**src/rtl/slink_pkg.sv**
```systemverilog
package slink_pkg;
  // Default link geometry.
  localparam int SLK_TAG_W      = 16;
  localparam int SLK_SLOT_W     = 20;
  localparam int SLK_NUM_SLOTS  = 12;
  localparam int SLK_USED_SLOTS = 4;

  // Outcome of a falling-edge sync event as seen by the frame timer.
  typedef enum logic [1:0] {
    SYNC_NONE   = 2'd0,
    SYNC_ACCEPT = 2'd1,
    SYNC_REJECT = 2'd2
  } slk_sync_e;
endpackage

```
**src/rtl/slink_sync_edge.sv**
```systemverilog
module slink_sync_edge (
  input  logic clk,
  input  logic rst,
  input  logic sync_in,
  output logic sync_rise
);
  logic smp_now;
  logic smp_prev;

  // Falling-edge sampling; the reset value of 1 demands a genuine low-to-high change.
  always_ff @(negedge clk) begin
    if (rst) begin
      smp_now  <= 1'b1;
      smp_prev <= 1'b1;
    end else begin
      smp_prev <= smp_now;
      smp_now  <= sync_in;
    end
  end

  // Held stable from one falling edge to the next, so exactly one rising edge sees it.
  assign sync_rise = smp_now & ~smp_prev;
endmodule

```
**src/rtl/slink_frame_timer.sv**
```systemverilog
module slink_frame_timer
  import slink_pkg::*;
#(
  parameter int FRAME_BITS = 256,
  parameter int CNT_W      = $clog2(FRAME_BITS + 1)
) (
  input  logic             clk,
  input  logic             rst,
  input  logic             sync_rise,
  output logic             load,
  output logic             squelch,
  output logic [CNT_W-1:0] bitpos
);
  localparam logic [CNT_W-1:0] FULL = CNT_W'(FRAME_BITS);

  logic      span_done;
  slk_sync_e verdict;

  assign span_done = (bitpos == FULL);

  always_comb begin
    verdict = SYNC_NONE;
    if (sync_rise) verdict = span_done ? SYNC_ACCEPT : SYNC_REJECT;
  end

  assign load    = (verdict == SYNC_ACCEPT);
  assign squelch = (verdict == SYNC_REJECT);

  // bitpos counts bits already driven; it saturates at FULL, which doubles as "idle".
  always_ff @(posedge clk) begin
    if (rst)             bitpos <= FULL;
    else if (load)       bitpos <= CNT_W'(1);
    else if (!span_done) bitpos <= bitpos + CNT_W'(1);
  end
endmodule

```
**src/rtl/slink_frame_build.sv**
```systemverilog
module slink_frame_build #(
  parameter int TAG_W      = 16,
  parameter int SLOT_W     = 20,
  parameter int NUM_SLOTS  = 12,
  parameter int USED_SLOTS = 4,
  parameter int FRAME_BITS = TAG_W + NUM_SLOTS * SLOT_W
) (
  input  logic                         ready,
  input  logic [USED_SLOTS-1:0]        valid,
  input  logic [USED_SLOTS*SLOT_W-1:0] payload,
  output logic [FRAME_BITS-1:0]        frame
);
  localparam int BODY_TOP = FRAME_BITS - TAG_W - 1;

  logic [TAG_W-1:0] tag;

  always_comb begin
    tag = '0;
    tag[TAG_W-1] = ready;
    for (int i = 0; i < USED_SLOTS; i++) tag[TAG_W-2-i] = valid[i];
  end

  assign frame[FRAME_BITS-1 -: TAG_W] = tag;

  for (genvar s = 0; s < NUM_SLOTS; s++) begin : g_slot
    if (s < USED_SLOTS) begin : g_used
      assign frame[BODY_TOP - s*SLOT_W -: SLOT_W] =
        valid[s] ? payload[s*SLOT_W +: SLOT_W] : '0;
    end else begin : g_zero
      assign frame[BODY_TOP - s*SLOT_W -: SLOT_W] = '0;
    end
  end
endmodule

```
**src/rtl/slink_frame_shift.sv**
```systemverilog
module slink_frame_shift #(
  parameter int FRAME_BITS = 256
) (
  input  logic                  clk,
  input  logic                  rst,
  input  logic                  load,
  input  logic                  squelch,
  input  logic [FRAME_BITS-1:0] frame_in,
  output logic                  sdata
);
  logic [FRAME_BITS-1:0] shreg;

  // Zero fill means the pin falls silent by itself after the last bit.
  always_ff @(posedge clk) begin
    if (rst || squelch) begin
      shreg <= '0;
      sdata <= 1'b0;
    end else if (load) begin
      sdata <= frame_in[FRAME_BITS-1];
      shreg <= {frame_in[FRAME_BITS-2:0], 1'b0};
    end else begin
      sdata <= shreg[FRAME_BITS-1];
      shreg <= {shreg[FRAME_BITS-2:0], 1'b0};
    end
  end
endmodule

```
**src/rtl/slink_tx.sv**
```systemverilog
module slink_tx #(
  parameter int TAG_W      = slink_pkg::SLK_TAG_W,
  parameter int SLOT_W     = slink_pkg::SLK_SLOT_W,
  parameter int NUM_SLOTS  = slink_pkg::SLK_NUM_SLOTS,
  parameter int USED_SLOTS = slink_pkg::SLK_USED_SLOTS
) (
  input  logic                         clk,
  input  logic                         rst,
  input  logic                         sync_in,
  input  logic                         codec_ready,
  input  logic [USED_SLOTS-1:0]        slot_valid,
  input  logic [USED_SLOTS*SLOT_W-1:0] slot_data,
  output logic                         sdata_out
);
  localparam int FRAME_BITS = TAG_W + NUM_SLOTS * SLOT_W;
  localparam int CNT_W      = $clog2(FRAME_BITS + 1);

  logic                  rise_w;
  logic                  load_w;
  logic                  squelch_w;
  logic [CNT_W-1:0]      bitpos_w;
  logic [FRAME_BITS-1:0] frame_w;

  slink_sync_edge u_edge (
    .clk       (clk),
    .rst       (rst),
    .sync_in   (sync_in),
    .sync_rise (rise_w)
  );

  slink_frame_timer #(.FRAME_BITS(FRAME_BITS), .CNT_W(CNT_W)) u_timer (
    .clk       (clk),
    .rst       (rst),
    .sync_rise (rise_w),
    .load      (load_w),
    .squelch   (squelch_w),
    .bitpos    (bitpos_w)
  );

  slink_frame_build #(
    .TAG_W(TAG_W), .SLOT_W(SLOT_W), .NUM_SLOTS(NUM_SLOTS),
    .USED_SLOTS(USED_SLOTS), .FRAME_BITS(FRAME_BITS)
  ) u_build (
    .ready   (codec_ready),
    .valid   (slot_valid),
    .payload (slot_data),
    .frame   (frame_w)
  );

  slink_frame_shift #(.FRAME_BITS(FRAME_BITS)) u_shift (
    .clk      (clk),
    .rst      (rst),
    .load     (load_w),
    .squelch  (squelch_w),
    .frame_in (frame_w),
    .sdata    (sdata_out)
  );
endmodule

```
**config.mk**
```make
export PLATFORM = sky130hd
export DESIGN_NAME = slink_tx
export DESIGN_NICKNAME = d
export VERILOG_FILES = /design/src/rtl/slink_pkg.sv /design/src/rtl/slink_sync_edge.sv /design/src/rtl/slink_frame_timer.sv /design/src/rtl/slink_frame_build.sv /design/src/rtl/slink_frame_shift.sv /design/src/rtl/slink_tx.sv
export SDC_FILE = /design/constraint.sdc
export NUM_CORES = 1
export LEC_CHECK = 0
export BUFFER_PORTS_ARGS = -buffer_cell sky130_fd_sc_hd__clkbuf_2
export CORE_ASPECT_RATIO = 0.75
export CORE_MARGIN = 2
export CORE_UTILIZATION = 35
export CTS_CLUSTER_DIAMETER = 50
export DETAILED_ROUTE_END_ITERATION = 10
export SLEW_MARGIN = 20
export SYNTH_ARGS = -nofsm -noshare
export SYNTH_HDL_FRONTEND = slang
export SYNTH_SLANG_ARGS = --single-unit
```
**constraint.sdc**
```tcl
create_clock -name clk -period 2.85 [get_ports clk]
set_clock_uncertainty 0.1 [all_clocks]
set_input_delay 0.285 -clock clk [delete_from_list [all_inputs] [get_ports clk]]
set_output_delay 0.285 -clock clk [all_outputs]
set_load 0.05 [all_outputs]
```
; After elaboration in Yosys (flattened, before gate mapping)
; Index checks and enable logic that the tools add are counted.
[word_totals]
ram_bits = 0
out_inout_bits = 1
rom_bits = 0
ff_bits = 268
mem_count = 0
latch_bits = 0
[op_classes]
div_mod_pow = 0
add_sub_neg = 1
magnitude_cmp = 0
eq_ne = 4
reduce_logical = 3
n_shift = 0
muxes = 10
bitwise = 2
multipliers = 0
[ops]
columns = op, count
row1 = $mux 256, 1
row2 = $mux 20, 4
row3 = $mux 9, 2
row4 = $add 9x1->9 const B, 1
row5 = $eq 9x9->1 const B, 1
row6 = $mux 2, 2
row7 = $reduce_or 2->1, 2
row8 = $eq 2x1->1 const B, 1
row9 = $eq 2x2->1 const B, 1
row10 = $ne 2x2->1 const B, 1
row11 = $and 1x1->1, 1
row12 = $logic_or 1x1->1, 1
row13 = $mux 1, 1
row14 = $not 1->1, 1

; Depth between registers and ports, before layout
; Gate-level depths: netlist of the first run.
[logic_depth]
depth_word = 6
mapped_depth = 7

; Modules after synthesis
; Synthesis of the first run repeated with hierarchy kept, for this count alone.
[unflattened]
cells_unflattened = 1153
area_unflattened_um2 = 11756.3
[modules_own_cells]
columns = mod, cells_per_inst, seq_area_each_um2, area_per_inst_um2, instances
row1 = slink_frame_shift, 827, 5124.9, 9339.0, 1
row2 = slink_frame_build, 265, 0.0, 1865.5, 1
row3 = slink_frame_timer, 55, 180.2, 489.2, 1
row4 = slink_sync_edge, 6, 40.0, 62.6, 1

==> flow_summary.ini, run 1 <==
[die]
num_rows = 31
ios = 89
die_w_um = 120
fp.dieArea_um2 = 11000
die_h_um = 91.2
start_util_pct = 36.3
core_um2 = 9770

[clock_network]
clock-sinks = 107
clockBufferDepth = 2
clk_pin_slew_ns = 0.07
clock_latency_ns = 0.40
post_cts_buffers = 0
cts_tree = done
root_buffer = clkbuf_16
cts_made_buffers = 9
ctsHoldBuffers = 0
ctsHtreeMaxLevel = 3

[drt]
dr.pass1.iters = 4
postRouteAntennaNets = 0
drc = 0
wirelength_um = 7800
viasPerCell = 5.25
vias = 2655
dr.first_iter.drc_count = 127
routedWlPerCell_um = 15.4

[setup_path]
arrival_ns = 3.05
critPathRequiredTime_ns = 3.03
crit_path_max_fanout = 18
reg2regPathDepth = 5
max_stage_delay_ns = 0.30
crit_type = register to register
reg2reg_to = u_shift.shreg[180]
r2r-start = u_edge.smp_prev
cp_cell_sequence = nand2b_4, nor4_4, buf_4, buf_12, a32o_1
crit_path_start_kind = register
cp_slowest_cell = dfxtp_1
r2r_setup_slack_ns = -0.02
end_kind = register

[place]
placed_cell_area_um2 = 4190
gp_congestion = 0.710
port_buffers = 88
hpwl_um = 5060

[sta]
worst_slack_ns = -0.0235
hold_violations = 0
slew_headroom_pct = 64.4
finalSetupViolations = 31
rsz0062_at_grt = yes
drv_slew = 0
tightest_slew_ns = 0.527
finalSetupTns_ns = -0.262

[min_path]
min_to = u_shift.shreg[200]
hold_start = slot_data[59]
min_path_type = input port to register
min_path_cells = 2

[grt]
grt_pass1_wl_um = 12200
antenna_found_initial = 0
grt_max_degree = 35
grt_pass1_vias = 2551
track_usage_pct = 14.2
grt_overflow_total = 0

[yosys]
ys_seq_area_share_pct = 60.4
synth_most_common_cell = dfxtp_1
synth.cell_area_um2 = 3550
synth_fp_nets = 376
synthTopCellsByArea = dfxtp_1, a32o_1, and3_1
synthArstFlopShare_pct = 0
ys_types = 31
ys_seq_elements = 107
yosysWarnings = 0
synth_common_cells = dfxtp_1, a32o_1, clkbuf_1
syn_avg_cell_area_um2 = 12.4
syn_inst = 286
yosysTopAreaCellShare_pct = 60.4
yosysTopAreaCell = dfxtp_1
synth_edf_count = 0
synthFlopType = dfxtp_1

[run]
cap_violations = 0

[layout]
fin_area_um2 = 4550
syn2layout_area_growth_pct = 28.4
drive_above_1_share_pct = 33.2
multiInputGateArea_um2 = 1240
fillerInstances = 917
seqCellArea_um2 = 2140
final_nets = 461
num_antenna_cells = 0

[pwr]
power_leakage_uw = 0.00184
ir_worst_vdd_uv = 385
power_density_nw_per_um2 = 697

[run_status]
status = finished with violations
violations = setup timing
routing by layer:
metal / up-vias / part of all wire, % / track usage [%]
li1: 1304 / - / -
met1: 1280 / 47 / 18.4
met2: 65 / 44 / 20.4
met3: 6 / 7.3 / 6.22
met4: 0 / 1.0 / 6.10
met5: - / 0 / 0
power breakdown:
part	internal, uW	switching, uW
Sequential	1550	27.4
Combinational	152	153
Clock	764	533
cell usage in the layout (no fill, tap or decap), types with 4 or more instances in the layout:
| master | instances |
|---|---|
| clkbuf_16 | 11 |
| buf_12 | 7 |
| and3_1 | 12 |
| nand3_1 | 5 |
| a32o_1 | 79 |
| dfxtp_1 | 106 |
| clkbuf_2 | 88 |
| a21oi_1 | 7 |
| a22o_1 | 4 |
| inv_1 | 7 |
| buf_4 | 4 |
| o21ai_0 | 6 |
cells by family after synthesis:
family	after synthesis	synth area share, %
flops	107	60.4
compound gates	97	25.3
simple gates	43	8.08
buf+inv	35	4.98
xor+xnor	2	0.494
fa+ha+maj	2	0.706
worst max path at each step:
stage / slack [ns] / from / cells past startpoint / end
detailed placement: 0.02 / u_edge.smp_now / 5 / u_shift.shreg[218]
finish: -0.02 / u_edge.smp_prev / 5 / u_shift.shreg[180]
CTS: -0.05 / u_edge.smp_prev / 5 / u_shift.shreg[218]
global placement: 0.04 / u_edge.smp_prev / 5 / u_shift.shreg[218]
global route: -0.09 / u_edge.smp_prev / 5 / u_shift.shreg[180]
floorplan: -0.02 / u_edge.smp_now / 5 / u_shift.shreg[234]
through the flow:
step / util [%] / hold WS, ns / instances / setup slack, ns / total power [uW]
floorplan: - / 0.317 / 286 / -0.0189 / 1790
global placement: 42.9 / 0.322 / 489 / 0.0399 / 1900
detailed placement: 42.9 / 0.324 / 489 / 0.0235 / 1910
CTS: 46.0 / 0.0615 / 504 / -0.0460 / 3200
global route: 46.6 / 0.0717 / 506 / -0.0949 / 3300
finish: 46.6 / 0.0754 / 506 / -0.0235 / 3170
final cells by class:
class,count,area share (%)
clock inverter,7,1.90
timing repair buffer,102,14.8
sequential,107,47.1
tap,132,3.63
clock buffer,9,4.95
inverter,5,0.412
multi-input combinational,144,27.3
state kept, by name (all words and copies together) (netlist names):
name and cells:
u_edge.smp_now 1, u_timer.bitpos 9, u_shift.shreg 95, u_shift.sdata 1, u_edge.smp_prev 1
critical path, delay by kind of cell (launching register included):
kind / cells / cell delay, ns
buf+inv: 2 / 0.36
flops: 1 / 0.30
compound gates: 1 / 0.17
simple gates: 2 / 0.39
what timing repair did:
action	in CTS	in global routing
pin swaps	28	0
setup endpoints to repair	52	83
hold endpoints to repair	0	0
gates cloned	0	2
resized for setup	0	2
No activity file was read; power rests on OpenSTA's default activity.
==> run 2, diff against run 1 <==
- ABC_AREA: unset -> 1
==> flow_summary.ini, run 2 <==
[yosys]
synth_most_common_cell = nand2_1
synth_common_cells = nand2_1, dfxtp_1, inv_1
yosysTopAreaCell = dfxtp_1
synthTopCellsByArea = dfxtp_1, a21oi_2, nand2_1
syn_inst = 625
synth_fp_nets = 715
synthArstFlopShare_pct = 0
yosysWarnings = 0
yosysTopAreaCellShare_pct = 43.5
ys_seq_area_share_pct = 43.5
synth_edf_count = 0
ys_seq_elements = 107
synthFlopType = dfxtp_1
ys_types = 25
syn_avg_cell_area_um2 = 7.87
synth.cell_area_um2 = 4920

[die]
fp.dieArea_um2 = 15000
ios = 89
die_w_um = 141
core_um2 = 13700
start_util_pct = 35.9
num_rows = 37
die_h_um = 107

[drt]
viasPerCell = 4.69
wirelength_um = 11900
vias = 4182
dr.first_iter.drc_count = 253
dr.pass1.iters = 4
postRouteAntennaNets = 0
drc = 0
routedWlPerCell_um = 13.3

[sta]
rsz0062_at_grt = yes
hold_violations = 0
worst_slack_ns = -0.0177
slew_headroom_pct = 65.5
finalSetupViolations = 6
hold_ws_ns = 0.0264
tightest_slew_ns = 0.517
drv_slew = 0

[clock_network]
cts_made_buffers = 9
clk_pin_slew_ns = 0.08
root_buffer = clkbuf_16
cts_tree = done
clock_latency_ns = 0.40
ctsHtreeMaxLevel = 3
ctsHoldBuffers = 0
clockBufferDepth = 2
clock-sinks = 107

[layout]
fillerInstances = 1334
syn2layout_area_growth_pct = 26.6
drive_above_1_share_pct = 37.7
final_cells = 892
largest_reg_flops = 95
num_antenna_cells = 0
regMostFlops = u_shift.shreg
layout_commonest_cell = nand2_1
final_nets = 802
layout_common_cells = nand2_1, dfxtp_1, inv_1
reg.largest.list = u_shift.shreg x95, u_timer.bitpos x9

[pwr]
p_comb_share_pct = 26.9
clkPwrFrac_pct = 32.5
ir_worst_vdd_uv = 358
switching_share_pct = 32.8
power_leakage_uw = 0.00284
intPower_uw = 2700
power_density_nw_per_um2 = 644
p_sw_uw = 1310
seqPwrFrac_pct = 40.5

[setup_path]
arrival_ns = 3.01
crit_type = register to register
reg2reg_to = u_shift.shreg[200]
end_kind = register
r2r_setup_slack_ns = -0.02
r2r-start = u_edge.smp_now
crit_path_start_kind = register
reg2regPathDepth = 7
crit_start = u_edge.smp_now
crit_path_max_fanout = 9
critPathRequiredTime_ns = 2.99

[place]
gp_congestion = 0.766
placed_cells = 858
port_buffers = 88
hpwl_um = 6990

[grt]
track_usage_pct = 14.3
grt_pass1_wl_um = 17700
grt_max_degree = 43
grt_pass1_vias = 3888
grt_overflow_total = 0
antenna_found_initial = 0

[min_path]
min_path_cells = 3
hold_start = slot_data[60]
min_path_type = input port to register
min_to = u_shift.shreg[161]

[run_status]
status = finished with violations
violations = setup timing

[run]
cap_violations = 0
==> run 2: changes by cell type in the layout (fill, tap and decap cells not counted), moves of 19 or more <==
| cell | delta |
|---|---|
| nand4_1 | +62 |
| inv_1 | +98 |
| o21ai_1 | +19 |
| nand2_1 | +106 |
| a21oi_2 | +61 |
| a32o_1 | -79 |
| nand2_2 | +55 |
==> run 2: worst max-delay path, cell delays in order, from the launching register on <==
cell       delay, ns
dfxtp_2         0.31
inv_2           0.05
nor2_4          0.21
nand3_4         0.10
buf_12          0.19
clkbuf_16       0.17
nand2_2         0.08
a21oi_2         0.06
==> run 2: cells by family (layout without fill, tap and decap cells) <==
logic type	count (synthesis)	after routing	synth area share, %
simple gates	272	273	27.7
buf+inv	153	244	14.3
flops	107	107	43.5
compound gates	90	90	13.7
fa+ha+maj	2	2	0.509
xor+xnor	1	1	0.178
==> run 2: layout make-up <==
cell class	instances	area, um^2	share of cell area, %
repair buffers	117	953	15.3
clock inverters	7	50.0	0.803
well taps	175	219	3.51
inverters	109	422	6.77
flip-flops and latches	107	2140	34.4
multi-input cells	366	2170	34.8
clock buffers	11	275	4.42
==> run 2: repair_timing <==
action	CTS	global route
pin swaps	2	31
setup endpoints to repair	22	61
cloned	0	15
gates resized for setup	1	42
setup buffers	0	2
==> run 2: power groups by stage <==
stage	Clock [uW]	Sequential, uW	Combinational (uW)
final	1310	1630	1080
after global routing	1370	1630	1170
after CTS	1330	1620	883
after detailed placement	6.59	1650	874
after global placement	6.59	1650	859
after floorplan	6.59	1650	716
==> run 2: worst max-delay path by stage <==
stage                          to  slack [ns]  cells past startpoint
6_report       u_shift.shreg[200]       -0.02                      7
5_1_grt        u_shift.shreg[254]       -0.11                      6
4_1_cts        u_shift.shreg[254]       -0.02                      6
3_5_place_dp   u_shift.shreg[166]        0.02                      8
3_3_place_gp   u_shift.shreg[180]        0.08                      8
2_1_floorplan  u_shift.shreg[174]        0.11                      8
==> run 2: through the flow <==
step | area [um^2] | TNS (ns) | setup slack, ns | power, uW | utilization, %
2_1_floorplan | 4920 | 0 | 0.109 | 2370 | -
3_3_place_gp | 5440 | 0 | 0.0819 | 2520 | 39.7
3_5_place_dp | 5440 | 0 | 0.0162 | 2540 | 39.7
4_1_cts | 5770 | -0.0283 | -0.0153 | 3840 | 42.1
5_1_grt | 6230 | -4.65 | -0.109 | 4180 | 45.5
6_report | 6230 | -0.0357 | -0.0177 | 4010 | 45.5
==> run 2: layer usage <==
layer	share of wire (%)	global-route usage [%]
met5	0	0
met4	1.1	4.64
met3	3.7	2.68
met2	46	23.6
met1	49	18.9
